[src/rtl/irq_hub_pkg.sv]
package irq_hub_pkg;
  localparam int unsigned DATA_W = 8;
  localparam int unsigned ADDR_W = 3;

  typedef enum logic [ADDR_W-1:0] {
    REG_PFLAG = 3'd0,
    REG_PEN   = 3'd1,
    REG_PCODE = 3'd2,
    REG_AFLAG = 3'd3,
    REG_AEN   = 3'd4,
    REG_ACODE = 3'd5,
    REG_DCTL  = 3'd6,
    REG_GCTL  = 3'd7
  } reg_sel_e;
endpackage

[src/rtl/irq_rst_sync.sv]
module irq_rst_sync (
  input  logic clk,
  input  logic rst_in_n,
  output logic rst_out_n
);
  logic stage_q;

  always_ff @(posedge clk or negedge rst_in_n) begin
    if (!rst_in_n) begin
      stage_q   <= 1'b0;
      rst_out_n <= 1'b0;
    end else begin
      stage_q   <= 1'b1;
      rst_out_n <= stage_q;
    end
  end
endmodule

[src/rtl/irq_flag_group.sv]
module irq_flag_group #(
  parameter int unsigned N      = 8,
  parameter int unsigned CODE_W = 8
) (
  input  logic              clk,
  input  logic              rst_n,
  input  logic [N-1:0]      hw_set,
  input  logic              wr_flag,
  input  logic              wr_en,
  input  logic [N-1:0]      flag_wdata,
  input  logic [N-1:0]      en_wdata,
  input  logic              rd_clr,
  output logic [N-1:0]      flags,
  output logic [N-1:0]      enables,
  output logic [CODE_W-1:0] vec_code
);
  logic [N-1:0]      active;
  logic [N-1:0]      clr_mask;
  logic [N-1:0]      flag_d;
  logic [N-1:0]      en_d;
  logic [CODE_W-1:0] code_c;

  assign active = flags & enables;

  // lowest index wins: scan downwards so the last hit is the lowest
  always_comb begin
    code_c   = '0;
    clr_mask = '0;
    for (int i = int'(N) - 1; i >= 0; i--) begin
      if (active[i]) begin
        code_c   = CODE_W'(2 * (i + 1));
        clr_mask = N'(1) << i;
      end
    end
  end

  assign vec_code = code_c;

  for (genvar b = 0; b < N; b++) begin : g_bit
    logic nxt;
    always_comb begin
      nxt = flags[b];
      if (wr_flag) begin
        nxt = flag_wdata[b];
      end else if (rd_clr && clr_mask[b]) begin
        nxt = 1'b0;
      end
      if (hw_set[b]) begin
        nxt = 1'b1;
      end
    end
    assign flag_d[b] = nxt;
  end

  assign en_d = wr_en ? en_wdata : enables;

  always_ff @(posedge clk or negedge rst_n) begin
    if (!rst_n) begin
      flags   <= '0;
      enables <= '0;
    end else begin
      flags   <= flag_d;
      enables <= en_d;
    end
  end

  AST_SET_WINS: assert property (@(posedge clk) disable iff (!rst_n)
    (|hw_set) |=> ((flags & $past(hw_set)) == $past(hw_set)));

  AST_CLR_SINGLE: assert property (@(posedge clk) disable iff (!rst_n)
    (rd_clr && !wr_flag && (hw_set == '0) && (vec_code != '0))
      |=> ($countones(flags) + 1 == $countones($past(flags))));

  AST_IDLE_READ: assert property (@(posedge clk) disable iff (!rst_n)
    (rd_clr && !wr_flag && (hw_set == '0) && (vec_code == '0))
      |=> (flags == $past(flags)));
endmodule

[src/rtl/irq_vec_arbiter.sv]
module irq_vec_arbiter #(
  parameter int unsigned VEC_W   = 6,
  parameter int unsigned VEC_HI  = 53,
  parameter int unsigned VEC_MID = 52,
  parameter int unsigned VEC_LO  = 47
) (
  input  logic             gie,
  input  logic             req_hi,
  input  logic             req_mid,
  input  logic             req_lo,
  output logic             irq_req,
  output logic [VEC_W-1:0] irq_vec
);
  logic [2:0] gnt;

  always_comb begin
    gnt = 3'b000;
    if (gie) begin
      if (req_hi) begin
        gnt[2] = 1'b1;
      end else if (req_mid) begin
        gnt[1] = 1'b1;
      end else if (req_lo) begin
        gnt[0] = 1'b1;
      end
    end
  end

  always_comb begin
    irq_vec = '0;
    if (gnt[2]) begin
      irq_vec = VEC_W'(VEC_HI);
    end else if (gnt[1]) begin
      irq_vec = VEC_W'(VEC_MID);
    end else if (gnt[0]) begin
      irq_vec = VEC_W'(VEC_LO);
    end
  end

  assign irq_req = |gnt;

  always_comb begin
    AST_ONE_GRANT: assert ($onehot0(gnt));
  end
endmodule

[src/rtl/irq_vector_hub.sv]
module irq_vector_hub
  import irq_hub_pkg::*;
#(
  parameter int unsigned PORT_W   = 8,
  parameter int unsigned AUX_W    = 5,
  parameter int unsigned VEC_DED  = 53,
  parameter int unsigned VEC_AUX  = 52,
  parameter int unsigned VEC_PORT = 47,
  localparam int unsigned VEC_MAX = (VEC_DED > VEC_AUX)
                                    ? ((VEC_DED > VEC_PORT) ? VEC_DED : VEC_PORT)
                                    : ((VEC_AUX > VEC_PORT) ? VEC_AUX : VEC_PORT),
  localparam int unsigned VEC_W   = $clog2(VEC_MAX + 1)
) (
  input  logic              clk,
  input  logic              rst_n,
  input  logic              bus_wr,
  input  logic              bus_rd,
  input  logic [ADDR_W-1:0] bus_addr,
  input  logic [DATA_W-1:0] bus_wdata,
  output logic [DATA_W-1:0] bus_rdata,
  input  logic [PORT_W-1:0] port_evt,
  input  logic [AUX_W-1:0]  tmr_aux_evt,
  input  logic              tmr_ded_evt,
  input  logic              irq_ack,
  output logic              irq_req,
  output logic [VEC_W-1:0]  irq_vec
);
  localparam logic [VEC_W-1:0] VEC_DED_C = VEC_W'(VEC_DED);

  logic              rst_sync_n;
  logic              gie_q;
  logic              gie_d;
  logic [PORT_W-1:0] p_flags;
  logic [PORT_W-1:0] p_en;
  logic [DATA_W-1:0] p_code;
  logic [AUX_W-1:0]  a_flags;
  logic [AUX_W-1:0]  a_en;
  logic [DATA_W-1:0] a_code;
  logic [0:0]        d_flag;
  logic [0:0]        d_en;
  logic [DATA_W-1:0] d_code;
  logic              sel_wr_pf;
  logic              sel_wr_pe;
  logic              sel_wr_af;
  logic              sel_wr_ae;
  logic              sel_wr_d;
  logic              sel_rd_p;
  logic              sel_rd_a;
  logic              ded_ack;

  irq_rst_sync i_rst_sync (
    .clk       (clk),
    .rst_in_n  (rst_n),
    .rst_out_n (rst_sync_n)
  );

  // register decode
  assign sel_wr_pf = bus_wr && (bus_addr == REG_PFLAG);
  assign sel_wr_pe = bus_wr && (bus_addr == REG_PEN);
  assign sel_wr_af = bus_wr && (bus_addr == REG_AFLAG);
  assign sel_wr_ae = bus_wr && (bus_addr == REG_AEN);
  assign sel_wr_d  = bus_wr && (bus_addr == REG_DCTL);
  assign sel_rd_p  = bus_rd && (bus_addr == REG_PCODE);
  assign sel_rd_a  = bus_rd && (bus_addr == REG_ACODE);
  assign ded_ack   = irq_ack && (irq_vec == VEC_DED_C);

  irq_flag_group #(.N(PORT_W), .CODE_W(DATA_W)) i_port_grp (
    .clk        (clk),
    .rst_n      (rst_sync_n),
    .hw_set     (port_evt),
    .wr_flag    (sel_wr_pf),
    .wr_en      (sel_wr_pe),
    .flag_wdata (bus_wdata[PORT_W-1:0]),
    .en_wdata   (bus_wdata[PORT_W-1:0]),
    .rd_clr     (sel_rd_p),
    .flags      (p_flags),
    .enables    (p_en),
    .vec_code   (p_code)
  );

  irq_flag_group #(.N(AUX_W), .CODE_W(DATA_W)) i_aux_grp (
    .clk        (clk),
    .rst_n      (rst_sync_n),
    .hw_set     (tmr_aux_evt),
    .wr_flag    (sel_wr_af),
    .wr_en      (sel_wr_ae),
    .flag_wdata (bus_wdata[AUX_W-1:0]),
    .en_wdata   (bus_wdata[AUX_W-1:0]),
    .rd_clr     (sel_rd_a),
    .flags      (a_flags),
    .enables    (a_en),
    .vec_code   (a_code)
  );

  // dedicated channel: one-source group, cleared by acknowledge
  irq_flag_group #(.N(1), .CODE_W(DATA_W)) i_ded_grp (
    .clk        (clk),
    .rst_n      (rst_sync_n),
    .hw_set     (tmr_ded_evt),
    .wr_flag    (sel_wr_d),
    .wr_en      (sel_wr_d),
    .flag_wdata (bus_wdata[0]),
    .en_wdata   (bus_wdata[1]),
    .rd_clr     (ded_ack),
    .flags      (d_flag),
    .enables    (d_en),
    .vec_code   (d_code)
  );

  // global enable
  always_comb begin
    gie_d = gie_q;
    if (bus_wr && (bus_addr == REG_GCTL)) begin
      gie_d = bus_wdata[0];
    end
  end

  always_ff @(posedge clk or negedge rst_sync_n) begin
    if (!rst_sync_n) begin
      gie_q <= 1'b0;
    end else begin
      gie_q <= gie_d;
    end
  end

  irq_vec_arbiter #(
    .VEC_W   (VEC_W),
    .VEC_HI  (VEC_DED),
    .VEC_MID (VEC_AUX),
    .VEC_LO  (VEC_PORT)
  ) i_arb (
    .gie     (gie_q),
    .req_hi  (d_code != '0),
    .req_mid (a_code != '0),
    .req_lo  (p_code != '0),
    .irq_req (irq_req),
    .irq_vec (irq_vec)
  );

  // read mux
  always_comb begin
    bus_rdata = '0;
    case (bus_addr)
      REG_PFLAG: bus_rdata = DATA_W'(p_flags);
      REG_PEN:   bus_rdata = DATA_W'(p_en);
      REG_PCODE: bus_rdata = p_code;
      REG_AFLAG: bus_rdata = DATA_W'(a_flags);
      REG_AEN:   bus_rdata = DATA_W'(a_en);
      REG_ACODE: bus_rdata = a_code;
      REG_DCTL:  bus_rdata = DATA_W'({d_en, d_flag});
      REG_GCTL:  bus_rdata = DATA_W'(gie_q);
      default:   bus_rdata = '0;
    endcase
  end

  AST_DED_ACK_CLEARS: assert property (@(posedge clk) disable iff (!rst_sync_n)
    (ded_ack && !tmr_ded_evt && !sel_wr_d) |=> (d_flag == 1'b0));

  AST_GIE_GATES: assert property (@(posedge clk) disable iff (!rst_sync_n)
    (!gie_q) |-> (!irq_req && (irq_vec == '0)));

  AST_PORT_REQ_KEPT: assert property (@(posedge clk) disable iff (!rst_sync_n)
    (gie_q && ((p_flags & p_en) != '0)) |-> irq_req);
endmodule

[config.mk]
export PLATFORM = sky130hd
export DESIGN_NAME = irq_vector_hub
export DESIGN_NICKNAME = d
export VERILOG_FILES = /design/src/rtl/irq_hub_pkg.sv /design/src/rtl/irq_rst_sync.sv /design/src/rtl/irq_flag_group.sv /design/src/rtl/irq_vec_arbiter.sv /design/src/rtl/irq_vector_hub.sv
export SDC_FILE = /design/constraint.sdc
export NUM_CORES = 1
export LEC_CHECK = 0
export BUFFER_PORTS_ARGS = -buffer_cell sky130_fd_sc_hd__buf_2
export CORE_MARGIN = 4
export CORE_UTILIZATION = 49
export DETAILED_ROUTE_END_ITERATION = 10
export GPL_ROUTABILITY_DRIVEN = 1
export PLACE_DENSITY = 0.83
export SYNTH_ARGS = -nofsm -noshare
export SYNTH_HDL_FRONTEND = slang
export SYNTH_SLANG_ARGS = --single-unit
[constraint.sdc]
create_clock -name clk -period 1.55 [get_ports clk]
set_input_delay 0.2325 -clock clk [delete_from_list [all_inputs] [get_ports clk]]
set_output_delay 0.2325 -clock clk [all_outputs]
set_load 0.02 [all_outputs]
# ---- Word-level counts from Yosys, hierarchy flattened
# Cells that the tools add are included.
dict set report word_totals {
  regBits 31
  output_inout_bits 15
}
dict set report classes {
  eq_ne 8
  muxes 80
  n_bitwise 3
  reduce_logical 42
}
# operator n
set op_table {}
lappend op_table {{5-bit 2-to-1 mux} 13}
lappend op_table {{8-bit 2-to-1 mux} 8}
lappend op_table {{8-bit one-hot mux with 8 select lines} 1}
lappend op_table {{1-bit 2-to-1 mux} 47}
lappend op_table {{3-bit nonzero test} 14}
lappend op_table {{8-bit nonzero test} 3}
lappend op_table {{1-bit logical AND} 23}
lappend op_table {{4-bit 2-to-1 mux} 5}
lappend op_table {{6-bit 2-to-1 mux} 3}
lappend op_table {{3-bit equality test (second input constant)} 4}
lappend op_table {{8-bit AND} 1}
lappend op_table {{3-bit by 2-bit equality test with 1-bit output (second input constant)} 2}
lappend op_table {{6-bit equality test (second input constant)} 1}
lappend op_table {{5-bit AND} 1}
lappend op_table {{2-bit 2-to-1 mux} 2}
lappend op_table {{3-bit by 1-bit equality test with 1-bit output (second input constant)} 1}
lappend op_table {{3-bit logical NOT} 1}
lappend op_table {{3-bit 2-to-1 mux} 1}
lappend op_table {{3-bit OR reduction} 1}
lappend op_table {{1-bit AND} 1}

# ---- Longest topological paths before layout
dict set report logic_depth {
  ltp_word 23
  depth_mapped 6
  ltp_nobuf 4
}

# ---- Modules after synthesis
# From an unflattened synthesis, not the netlist that was laid out.
dict set report hier_totals {
  hier_cells 254
  hier_area_um2 2284.7
}
# mod instances cells_per_inst area_per_inst_um2 seq_area_each_um2
set by_module_without_submodules {}
lappend by_module_without_submodules {{irq_flag_group (i_port_grp)} 1 75 850.8 400.4}
lappend by_module_without_submodules {irq_vector_hub 1 102 614.3 25.0}
lappend by_module_without_submodules {{irq_flag_group (i_aux_grp)} 1 49 548.0 250.2}
lappend by_module_without_submodules {{irq_flag_group (i_ded_grp)} 1 16 156.4 50.0}
lappend by_module_without_submodules {irq_vec_arbiter 1 9 61.3 0.0}
lappend by_module_without_submodules {irq_rst_sync 1 3 53.8 50.0}

# ---- Least setup slack after synthesis
# OpenSTA, ideal clock, no wires.
dict set report synth_timing {
  kind {register to output}
  start {reg i_port_grp.flags[0]}
  end {out irq_vec[0]}
  arrival_ns 1.565
  required_ns 1.317
  slack_ns -0.247
  stages_incl_launch_ff 5
  path_cell_list {dfrtp_1 -> a222oi_1 -> nand4_1 -> nor3b_2 -> o21bai_1}
}
dict set report synth_between {
  elab_chain_cells 10
}
# item line_no
set synth_rtl {}
lappend synth_rtl {{from (decl)} irq_flag_group.sv:13} ;# output logic [N-1:0] flags,
lappend synth_rtl {{from (signal assigned)} irq_flag_group.sv:62} ;# flags <= flag_d;
lappend synth_rtl {{8-bit AND} irq_flag_group.sv:23} ;# assign active = flags & enables;
lappend synth_rtl {{5-bit 2-to-1 mux} irq_flag_group.sv:30} ;# if (active[i]) begin
lappend synth_rtl {{8-bit nonzero test} irq_vector_hub.sv:135} ;# .req_lo (p_code != '0),
lappend synth_rtl {{1-bit 2-to-1 mux} irq_vec_arbiter.sv:23} ;# end else if (req_lo) begin
lappend synth_rtl {{1-bit 2-to-1 mux} irq_vec_arbiter.sv:21} ;# end else if (req_mid) begin
lappend synth_rtl {{2-bit 2-to-1 mux} irq_vec_arbiter.sv:19} ;# if (req_hi) begin
lappend synth_rtl {{3-bit 2-to-1 mux} irq_vec_arbiter.sv:18} ;# if (gie) begin
lappend synth_rtl {{6-bit 2-to-1 mux} irq_vec_arbiter.sv:35} ;# end else if (gnt[0]) begin
lappend synth_rtl {{6-bit 2-to-1 mux} irq_vec_arbiter.sv:33} ;# end else if (gnt[1]) begin
lappend synth_rtl {{6-bit 2-to-1 mux} irq_vec_arbiter.sv:31} ;# if (gnt[2]) begin
lappend synth_rtl {{to (decl)} irq_vector_hub.sv:26} ;# output logic [VEC_W-1:0] irq_vec
# No other way between the ends.

# ---- Final worst setup path
# Same ends and word-level chain as after synthesis.

==> flow_summary.toml <==
[status]
outcome = "complete, but fails checks"
failed_checks = "negative setup slack"

[detailed_routing]
viasPerCell = 5.96
finalWirelength_mm = 6.75
ant_nets = 0
vias = 2236
wl_per_cell_um = 18.0
firstDrtPassIters = 5
drtIter0Drc = 218
drc = 0

[min_path]
hold_start = "tmr_aux_evt[3]"
holdPathEnd = "i_aux_grp.flags[3]"
hold_path.class = "input pin to flip-flop"
hold_depth = 2

[sta]
timing.setup.tns_ns = -5.62
setup_viol = 17
hold_viol_final = 0
rsz0062_at_grt = "yes"
period_minus_slack_ns = 2.07
clock_skew_ns = 0.00374
worst_slack_ns = -0.520
timing.hold.ws_ns = 0.142
timing.final.crit_share_pct = 134
fmax_ghz = 0.483
slew_violations = 0

[floorplan]
pin_count = 45
fp.dieW_um = 71.3
floorplan.initialDensity_pct = 52.1
fp.coreArea_um2 = 3770
fp.dieH_um = 71.3
row_count = 22
die-area_um2 = 5080

[synthesis]
syn-num-nets = 247
async_flop_share_pct = 100
synthDistinctLibCells = 47
netlist_area_um2 = 1960
yosysWarnings = 0
synth_edf_count = 0
syn-instance-count = 217
synth-seq-cells = 31
syn_avg_cell_area_um2 = 9.05
yosysSeqAreaShare_pct = 39.5
ys.flop_type = "dfrtp_1"

[setup_path]
critPathRequiredTime_ns = 1.32
arrival_ns = 1.84
rrSetupSlack_ns = -0.26
r2r-start = "i_port_grp.flags[0]"
crit_path_max_fanout = 2
crit_type = "flip-flop to output pin"
r2r_end = "i_port_grp.flags[7]"
worst-r2r-cell-count = 7
end_kind = "output pin"
startpoint_type = "flip-flop"

[global_routing]
grt_pass1_wl_mm = 10.4
grt_max_degree = 30
grt-ovfl-total = 0
track_usage_pct = 26.0
grt_pass1_vias = 2220
antenna_found_initial = 0

[pwr]
combPwrFrac_pct = 43.0
power.internal_mw = 1.96
clkPwrFrac_pct = 23.5
power.leakage_nw = 1.45
power.density_nw_per_um2 = 986
ir_drop_uv = 582
switching_power_mw = 1.00
switching_share_pct = 33.8
p_seq_share_pct = 33.5

[final_layout]
multiInputGateArea_um2 = 1190
drive_gt1_share_pct = 43.7
antenna_cells = 0
nNetsFinal = 356
final_cell_mix = "buf_4 (61), nand2_1 (32), buf_2 (32)"
fillers = 232
area_delta_synth_final_pct = 52.9
final_common_cell = "buf_4"
finalNonFillerCells = 375
seqCellArea_um2 = 776

[place]
hpwl_mm = 4.67
place_congestion = 0.947
numPortBuffers = 44
dp_cells = 359

[clocking]
path_clk_slew_ns = 0.06
max-clock-path-buffers = 2
cts.sink_count = 31
htreeDepth = 2
cts_made_buffers = 5
insertion_delay_ns = 0.28
cts_tree = "done"
clk_root_buffer_cell = "clkbuf_8"

[job]
cap_violations = 0
## cell type report
cell class,instances,area share [%]
tap,48,2.00
timing repair buffer,114,28.4
sequential,31,25.8
clock buffer,8,3.33
multi-input combinational,168,39.6
inverter,6,0.750
## cells in the mapped netlist (4+ instances only)
cell      instances  share of area, %
a211o_1           5               2.2
nand4_1           8               2.5
o21ai_0           4               1.0
a21oi_1          14               3.6
mux2_1           11               6.3
buf_2             6               1.5
nand2b_1          4               1.3
a31oi_1           6               1.9
nand3_1          10               2.5
o21ai_1           4               1.0
o21bai_1          5               1.9
inv_1             4              0.76
a22oi_1           4               1.5
mux2i_1           9               4.6
nand2_1          33               6.3
nor2_1           13               2.5
dfrtp_1          31                40
## cells by family after synthesis
family          synth area share, %
simple gates                   24.0
buf+inv                        5.16
compound gates                 19.6
other cells                   0.191
flops                          39.5
mux                            11.5
## per-layer routing
layer,part of all wire [%],vias up,GRT usage (%)
li1,-,1015,-
met1,40,1068,33.1
met2,48,124,44.6
met3,8.8,29,4.35
met4,3.8,0,8.98
met5,0,-,0
## power groups by stage
stage               clock [mW]  combinational, mW  sequential [mW]
floorplan                    0              0.508             1.03
global placement             0               1.00            0.987
detailed placement           0               1.02            0.992
CTS                      0.710               1.17            0.985
global route             0.751               1.36             1.00
finish                   0.695               1.27            0.992
## per-stage QoR
stage                     power (mW)  setup slack (ns)  utilization [%]  instance area (um^2)
after floorplan                 1.54            -0.198                -                  1990
after global placement          1.99            -0.127             70.5                  2660
after detailed placement        2.01            -0.175             70.5                  2660
after CTS                       2.86            -0.464             77.7                  2930
after global routing            3.11            -0.573             79.6                  3000
final                           2.96            -0.520             79.6                  3000
## state kept, by name, indices dropped and copies added (netlist names)
register / cells
i_port_grp.enables: 8
i_ded_grp.flags: 1
gie_q: 1
i_rst_sync.rst_out_n: 1
i_port_grp.flags: 8
i_rst_sync.stage_q: 1
i_aux_grp.flags: 5
i_ded_grp.enables: 1
i_aux_grp.enables: 5
## how the worst max path moves through the flow
stage                           from         end  slack [ns]  depth (start not counted)
6_report         i_port_grp.flags[0]  irq_vec[0]       -0.52                          5
5_1_grt        i_port_grp.enables[0]  irq_vec[0]       -0.57                          5
3_3_place_gp   i_port_grp.enables[0]  irq_vec[0]       -0.13                          5
2_1_floorplan  i_port_grp.enables[0]  irq_vec[0]       -0.20                          4
4_1_cts          i_port_grp.flags[0]  irq_vec[0]       -0.46                          5
3_5_place_dp      i_aux_grp.flags[3]  irq_vec[0]       -0.18                          5
## critical path, stage by stage (launching register included)
cell	delay, ns
dfrtp_1	0.38
a222oi_1	0.47
nand4_1	0.20
nor3b_4	0.20
o21bai_4	0.18
buf_6	0.13
## timing repair
action	4_1_cts	5_1_grt
setup endpoints to repair	13	16
pin swaps	17	10
endpoints found under the hold margin	2	0
hold buffers	1	0
buffers inserted	7	2
gates resized for setup	34	17
Power figures use the tool's default switching activity.
